===== src/rtl/mbt_pkg.sv =====
package mbt_pkg;
  localparam int unsigned MBT_WORD_W      = 16;
  localparam int unsigned MBT_SAMPLE_BITS = 20000;
  localparam int unsigned MBT_PASS_LO     = 9725;
  localparam int unsigned MBT_PASS_HI     = 10275;

  function automatic logic in_window(input int unsigned total,
                                     input int unsigned lo,
                                     input int unsigned hi);
    return (total > lo) && (total < hi);
  endfunction
endpackage


===== src/rtl/mbt_popcount.sv =====
module mbt_popcount #(
  parameter int unsigned WORD_W = 16,
  localparam int unsigned CW = $clog2(WORD_W + 1)
) (
  input  logic [WORD_W-1:0] word,
  output logic [CW-1:0]     ones
);
  always_comb begin
    ones = '0;
    for (int i = 0; i < WORD_W; i++) begin
      ones = ones + CW'(word[i]);
    end
  end
endmodule


===== src/rtl/mbt_word_ctr.sv =====
module mbt_word_ctr #(
  parameter int unsigned NWORDS = 1250,
  localparam int unsigned CNT_W = $clog2(NWORDS)
) (
  input  logic clk,
  input  logic rst,
  input  logic adv,
  output logic last
);
  logic [CNT_W-1:0] cnt_q;

  assign last = (cnt_q == CNT_W'(NWORDS - 1));

  always_ff @(posedge clk) begin
    if (rst) begin
      cnt_q <= '0;
    end else if (adv) begin
      if (last) cnt_q <= '0;
      else      cnt_q <= cnt_q + 1'b1;
    end
  end
endmodule


===== src/rtl/mbt_ones_acc.sv =====
module mbt_ones_acc
  import mbt_pkg::*;
#(
  parameter int unsigned PC_W    = 5,
  parameter int unsigned ONES_W  = 15,
  parameter int unsigned PASS_LO = 9725,
  parameter int unsigned PASS_HI = 10275
) (
  input  logic            clk,
  input  logic            rst,
  input  logic            adv,
  input  logic            last,
  input  logic [PC_W-1:0] word_ones,
  output logic            running,
  output logic            done,
  output logic            pass
);
  logic [ONES_W-1:0] acc_q;
  logic [ONES_W-1:0] total_next;

  assign total_next = acc_q + ONES_W'(word_ones);

  always_ff @(posedge clk) begin
    if (rst) begin
      acc_q   <= '0;
      running <= 1'b0;
      done    <= 1'b0;
      pass    <= 1'b0;
    end else begin
      done <= adv && last;
      pass <= adv && last && in_window(int'(total_next), PASS_LO, PASS_HI);
      if (adv) begin
        if (last) begin
          acc_q   <= '0;
          running <= 1'b0;
        end else begin
          acc_q   <= total_next;
          running <= 1'b1;
        end
      end
    end
  end
endmodule


===== src/rtl/mbt_monobit_tester.sv =====
module mbt_monobit_tester
  import mbt_pkg::*;
#(
  parameter int unsigned WORD_W      = MBT_WORD_W,
  parameter int unsigned SAMPLE_BITS = MBT_SAMPLE_BITS,
  parameter int unsigned PASS_LO     = MBT_PASS_LO,
  parameter int unsigned PASS_HI     = MBT_PASS_HI
) (
  input  logic              clk,
  input  logic              rst,
  input  logic              sample_valid,
  output logic              sample_ready,
  input  logic [WORD_W-1:0] sample_word,
  output logic              running,
  output logic              done,
  output logic              pass
);
  localparam int unsigned NWORDS = SAMPLE_BITS / WORD_W;
  localparam int unsigned PC_W   = $clog2(WORD_W + 1);
  localparam int unsigned ONES_W = $clog2(SAMPLE_BITS + 1);

  logic            adv;
  logic            last;
  logic [PC_W-1:0] word_ones;

  // the verdict cycle is the only cycle that applies back-pressure
  assign sample_ready = ~done;
  assign adv          = sample_valid & sample_ready;

  mbt_popcount #(.WORD_W(WORD_W)) u_pop (
    .word (sample_word),
    .ones (word_ones)
  );

  mbt_word_ctr #(.NWORDS(NWORDS)) u_ctr (
    .clk  (clk),
    .rst  (rst),
    .adv  (adv),
    .last (last)
  );

  mbt_ones_acc #(
    .PC_W    (PC_W),
    .ONES_W  (ONES_W),
    .PASS_LO (PASS_LO),
    .PASS_HI (PASS_HI)
  ) u_acc (
    .clk       (clk),
    .rst       (rst),
    .adv       (adv),
    .last      (last),
    .word_ones (word_ones),
    .running   (running),
    .done      (done),
    .pass      (pass)
  );
endmodule


===== config.mk =====
export PLATFORM = sky130hd
export DESIGN_NAME = mbt_monobit_tester
export DESIGN_NICKNAME = d
export VERILOG_FILES = /design/src/rtl/mbt_pkg.sv /design/src/rtl/mbt_popcount.sv /design/src/rtl/mbt_word_ctr.sv /design/src/rtl/mbt_ones_acc.sv /design/src/rtl/mbt_monobit_tester.sv
export SDC_FILE = /design/constraint.sdc
export NUM_CORES = 1
export LEC_CHECK = 0
export BUFFER_PORTS_ARGS = -buffer_cell sky130_fd_sc_hd__buf_2
export CORE_MARGIN = 2
export CORE_UTILIZATION = 45
export DETAILED_ROUTE_END_ITERATION = 10
export GPL_TIMING_DRIVEN = 0
export SETUP_SLACK_MARGIN = 0.15
export SLEW_MARGIN = 40
export SYNTH_ARGS = -nofsm -noshare
export SYNTH_HDL_FRONTEND = slang
export SYNTH_SLANG_ARGS = --single-unit

===== constraint.sdc =====
create_clock -name clk -period 6.7 [get_ports clk]
set_input_delay 0.335 -clock clk [delete_from_list [all_inputs] [get_ports clk]]
set_output_delay 0.335 -clock clk [all_outputs]
set_load 0.005 [all_outputs]

Yosys cells after proc, flatten, opt, wreduce, memory -nomap -nowiden --
Index checks and enable logic that the tools add are counted.
Operators by class: add/subtract/negate cells 17, magnitude comparators 2, equal/unequal tests 1, muxes and demuxes 3, bitwise gates (word level) 2, reductions and logical operators 3
Operators by type and width (number):
- $add 5x1->5 | 14
- $add 15x5->15 | 1
- $gt 15x14->1 const B | 1
- $lt 15x14->1 const B | 1
- $mux 15 | 1
- $add 11x1->11 const B | 1
- $eq 11x11->1 const B | 1
- $mux 11 | 1
- $logic_and 1x1->1 | 3
- $add 1x1->2 | 1
- $and 1x1->1 | 1
- $mux 1 | 1
- $not 1->1 | 1
Storage, ports and cells: register bits after elaboration 29, bits of input ports 19, output and inout port bits 4

Longest topological paths before layout --
depth after elaboration 19, gate-level depth with buffers 22, mapped depth without buffers 21

Hierarchy --
Synthesis repeated with hierarchy kept, for this count alone.
Unflattened totals: cell total of the unflattened synthesis 249, area, all modules 2165.8 um^2
By module, submodules not included:
- mbt_ones_acc | instances 1, cells each 141, area an instance 1171.1 um^2, sequential area each 360.3 um^2
- mbt_word_ctr | instances 1, cells each 59, area an instance 576.8 um^2, sequential area each 220.2 um^2
- mbt_popcount | instances 1, cells each 47, area an instance 407.9 um^2, sequential area each 0.0 um^2
- mbt_monobit_tester | instances 1, cells each 2, area an instance 10.0 um^2, sequential area each 0.0 um^2

Worst setup path before layout --
No wires, ideal clock.
path kind input -> register, from input sample_word[0], to register u_acc.pass, library setup time 79 ps, arrival time 5336 ps, required time 6621 ps, setup slack 1284 ps, stages 17, cell sequence ha_1 inv_1 fa_1 fa_1 fa_1 fa_1 fa_1 fa_1 fa_1 nand2b_2 nor2b_4 o21a_1 buf_4 nor2_1 xor2_1 or4b_1 a211oi_2
Between the ends: longest elaborated chain between the ends 19, elaborated cells between the ends (all ways) 20
Ends and longest elaborated chain:
- start, declared | RTL line mbt_monobit_tester.sv:13 | input logic [WORD_W-1:0] sample_word,
- $add 1x1->2 * | RTL line mbt_popcount.sv:11 | ones = ones + CW'(word[i]);
- $add 5x1->5 * (14 in series) | RTL line mbt_popcount.sv:11
- $add 15x5->15 * | RTL line mbt_ones_acc.sv:21 | assign total_next = acc_q + ONES_W'(word_ones);
- $gt 15x14->1 or $lt 15x14->1 (tied branches) | RTL line mbt_pkg.sv:10 | return (total > lo) && (total < hi);
- $logic_and 1x1->1 * | RTL line mbt_pkg.sv:10
- $logic_and 1x1->1 * | RTL line mbt_ones_acc.sv:31 | pass <= adv && last && in_window(int'(total_next), PASS_LO, PASS_HI);
- end signal, assigned | RTL line mbt_ones_acc.sv:31
- end, declared | RTL line mbt_ones_acc.sv:16 | output logic pass
Every way passes the cells marked *; elsewhere a longest branch is shown, timed or not. A chain may end at the register's enable or synchronous reset.

Worst setup path in the final report --
Same ends and word-level chain as after synthesis.

==> results.sh <==
export IMPL_fin_setup_tns_ns=0
export IMPL_wl_met3_um=150
export IMPL_highest_layer="met4"
export IMPL_worst_pin_slew_ns=0.590
export IMPL_ctsHoldBuffers=0
export IMPL_cp_endpoint="u_acc.pass"
export IMPL_period_needed_ns=5.53
export IMPL_postCtsSetupBuffers=0
export IMPL_seq_area_um2=581
export IMPL_powerDensity_nw_per_um2=301
export IMPL_dp_slack_ns=0.883
export IMPL_maxCapViolCount=0
export IMPL_crit_type="input port to flop"
export IMPL_syn_area_per_cell_um2=7.95
export IMPL_netlist_area_um2=2200
export IMPL_cts_tree="done"
export IMPL_detailroute_wirelength_met2_um=2120
export IMPL_start_kind="input port"
export IMPL_syn_inst=277
export IMPL_routed_via_density=5.19
export IMPL_synth_edff_count=0
export IMPL_hpwl_um=3500
export IMPL_multiInputGateArea_um2=1450
export IMPL_coreArea_um2=4720
export IMPL_grt_ovfl_total=0
export IMPL_regToRegEndpoint="u_acc.pass"
export IMPL_final_fill_count=457
export IMPL_ys_warnings_count=0
export IMPL_clock_root_buffer="clkbuf_8"
export IMPL_cp_arrival_ns=5.74
export IMPL_cp_required_ns=6.90
export IMPL_dr_pass1_iters=4
export IMPL_area_growth_pct=14.0
export IMPL_grtUsageTotal_pct=18.9
export IMPL_async_flop_share_pct=0
export IMPL_skew_ns=0.00936
export IMPL_fin_crit_sh_pct=82.6
export IMPL_setup_viol=0
export IMPL_rsz0062_at_grt="no"
export IMPL_wl_met1_um=2350
export IMPL_seq_area_frac_synth_pct=26.4
export IMPL_dieWidth_um=73.9
export IMPL_maxSlewViolCount=0
export IMPL_cts_sinks=29
export IMPL_max_freq_mhz=181
export IMPL_grt_max_degree=11
export IMPL_vias=1937
export IMPL_gp_congestion=0.851
export IMPL_antenna_cells=0
export IMPL_cts_clk_slew_worst_paths_ns=0.07
export IMPL_clockBufferDepth=2
export IMPL_ant_nets=0
export IMPL_ctsResizeCount=0
export IMPL_antenna_found_initial=0
export IMPL_r2r_start="u_acc.acc_q[0]"
export IMPL_numPortBuffers=21
export IMPL_drt_total_wl_um=4650
export IMPL_r2r_cells=11
export IMPL_slew_headroom_pct=60.7
export IMPL_die_h_um=73.9
export IMPL_grt_pass1_vias=1804
export IMPL_die_area_um2=5470
export IMPL_core_rowCount=25
export IMPL_final_layout_size_suffix_gt1_share_pct=13.7
export IMPL_nets=348
export IMPL_syn_num_nets=320
export IMPL_hold_viol_final=0
export IMPL_clk_latency_ns=0.28
export IMPL_h_tree_depth=2
export IMPL_synth_cell_types=47
export IMPL_grt_pass1_wl_um=7990
export IMPL_ff2ff_setup_slack_ns=3.96
export IMPL_ys_seq_elements=29
export IMPL_hold_start="rst"
export IMPL_critPathLaunch="sample_word[0]"
export IMPL_end_kind="flop"
export IMPL_fin_ws_ns=1.17
export IMPL_cts_buffers=5
export IMPL_crit_fanout=10
export IMPL_wl_per_cell_um=12.5
export IMPL_ir_worst_vdd_mv=0.195
export IMPL_fin_area_um2=2510
export IMPL_dpl_cell_area_um2=2390
export IMPL_ys_dominant_reg_cell="dfxtp_1"
export IMPL_status="completed"
export IMPL_pin_count=23
export IMPL_hp_class="input port to flop"
export IMPL_drt_iter0_markers=107
export IMPL_start_util_pct=46.6
export IMPL_drc_errors=0
export IMPL_p_leak_nw=1.05
-- cell type report --
type	count	share of cell area [%]
multi-input cells	206	57.8
flip-flops and latches	29	23.1
inverters	30	4.49
repair buffers	21	4.19
well taps	67	3.34
clock buffers	6	3.29
plain buffers	12	2.24
clock inverters	2	1.50
-- worst min-delay path by stage --
stage	cells past startpoint	slack, ns	end
2_1_floorplan	2	0.44	u_acc.acc_q[2]
3_3_place_gp	2	0.45	u_acc.acc_q[0]
3_5_place_dp	2	0.46	u_acc.acc_q[0]
4_1_cts	2	0.47	u_acc.acc_q[0]
5_1_grt	2	0.47	u_acc.acc_q[5]
6_report	2	0.46	u_acc.acc_q[7]
-- sequential cells by signal (all words and copies together), names as in the netlist --
signal	flops
u_acc.acc_q	15
u_ctr.cnt_q	11
u_acc.done	1
u_acc.pass	1
u_acc.running	1
-- per-layer routing --
layer	track usage [%]	up-vias
met5	0	-
met4	6.06	0
met3	4.07	4
met2	30.5	26
met1	25.3	907
li1	-	1000
-- layout by cell type (no fill, tap or decap), types with 5 or more instances in the layout --
master	instances
nor4_1	5
clkbuf_1	6
ha_1	13
o21ai_0	12
nand3_1	12
nor2_1	39
fa_1	11
a21oi_1	25
dfxtp_1	29
xor2_1	10
inv_1	30
xnor2_1	9
buf_2	23
nand4_1	5
nor3_1	9
nand2_1	14
clkbuf_8	6
-- kinds of logic (layout without fill, tap and decap cells) --
group	count (synthesis)	in the layout	share of synthesized area, %
AND/OR/NAND/NOR	107	107	25.4
flip-flops	29	29	26.4
AO/OA/AOI/OAI	56	56	15.6
adder cells (fa/ha/maj)	24	24	17.4
buffers and inverters	42	71	7.67
XOR/XNOR	19	19	7.56
-- stage by stage --
| step | total power [W] | utilization (%) | hold WS (ns) | std cells |
|---|---|---|---|---|
| global placement | 0.000565 | 50.6 | 0.451 | 365 |
| finish | 0.000757 | 53.1 | 0.460 | 373 |
| detailed placement | 0.000570 | 50.6 | 0.458 | 365 |
| global route | 0.000830 | 53.1 | 0.475 | 373 |
| floorplan | 0.000504 | - | 0.436 | 277 |
| CTS | 0.000767 | 53.1 | 0.466 | 373 |
-- cell usage after synthesis (2+ instances only) --
cell | instances | area share (%)
nor2_1 | 39 | 6.7
inv_1 | 30 | 5.1
dfxtp_1 | 29 | 26
a21oi_1 | 25 | 5.7
nand2_1 | 14 | 2.4
ha_1 | 13 | 7.4
nand3_1 | 12 | 2.7
o21ai_0 | 12 | 2.7
fa_1 | 11 | 10
xor2_1 | 10 | 4.0
nor3_1 | 9 | 2.0
xnor2_1 | 9 | 3.6
clkbuf_1 | 6 | 1.0
nand4_1 | 5 | 1.4
nor4_1 | 5 | 1.4
a21o_1 | 4 | 1.4
a31oi_1 | 4 | 1.1
and4_1 | 3 | 1.2
nor2b_1 | 3 | 0.85
a22oi_1 | 2 | 0.68
buf_2 | 2 | 0.45
nand3b_1 | 2 | 0.68
nor3b_1 | 2 | 0.68
nor4bb_1 | 2 | 0.91
o21a_1 | 2 | 0.68
-- power by group --
| part | switching [W] | total, W | internal (W) | leakage [nW] |
|---|---|---|---|---|
| logic | 0.000206 | 0.000370 | 0.000164 | 0.754 |
| registers | 0.00000857 | 0.000193 | 0.000185 | 0.235 |
| clock network | 0.0000725 | 0.000193 | 0.000121 | 0.0574 |
-- worst max-delay path, cell delays in order --
cell and delay (ns):
buf_2 0.10, ha_1 0.28, inv_1 0.07, fa_1 0.43, fa_1 0.50, fa_1 0.54, fa_1 0.43, fa_1 0.42
fa_1 0.49, fa_1 0.44, nand2b_2 0.22, nor2b_4 0.13, o21a_1 0.21, buf_4 0.18, o31ai_2 0.29, a31oi_1 0.14
a211o_1 0.31, a211oi_2 0.23
Note: power is estimated with default switching activity, not from simulation.
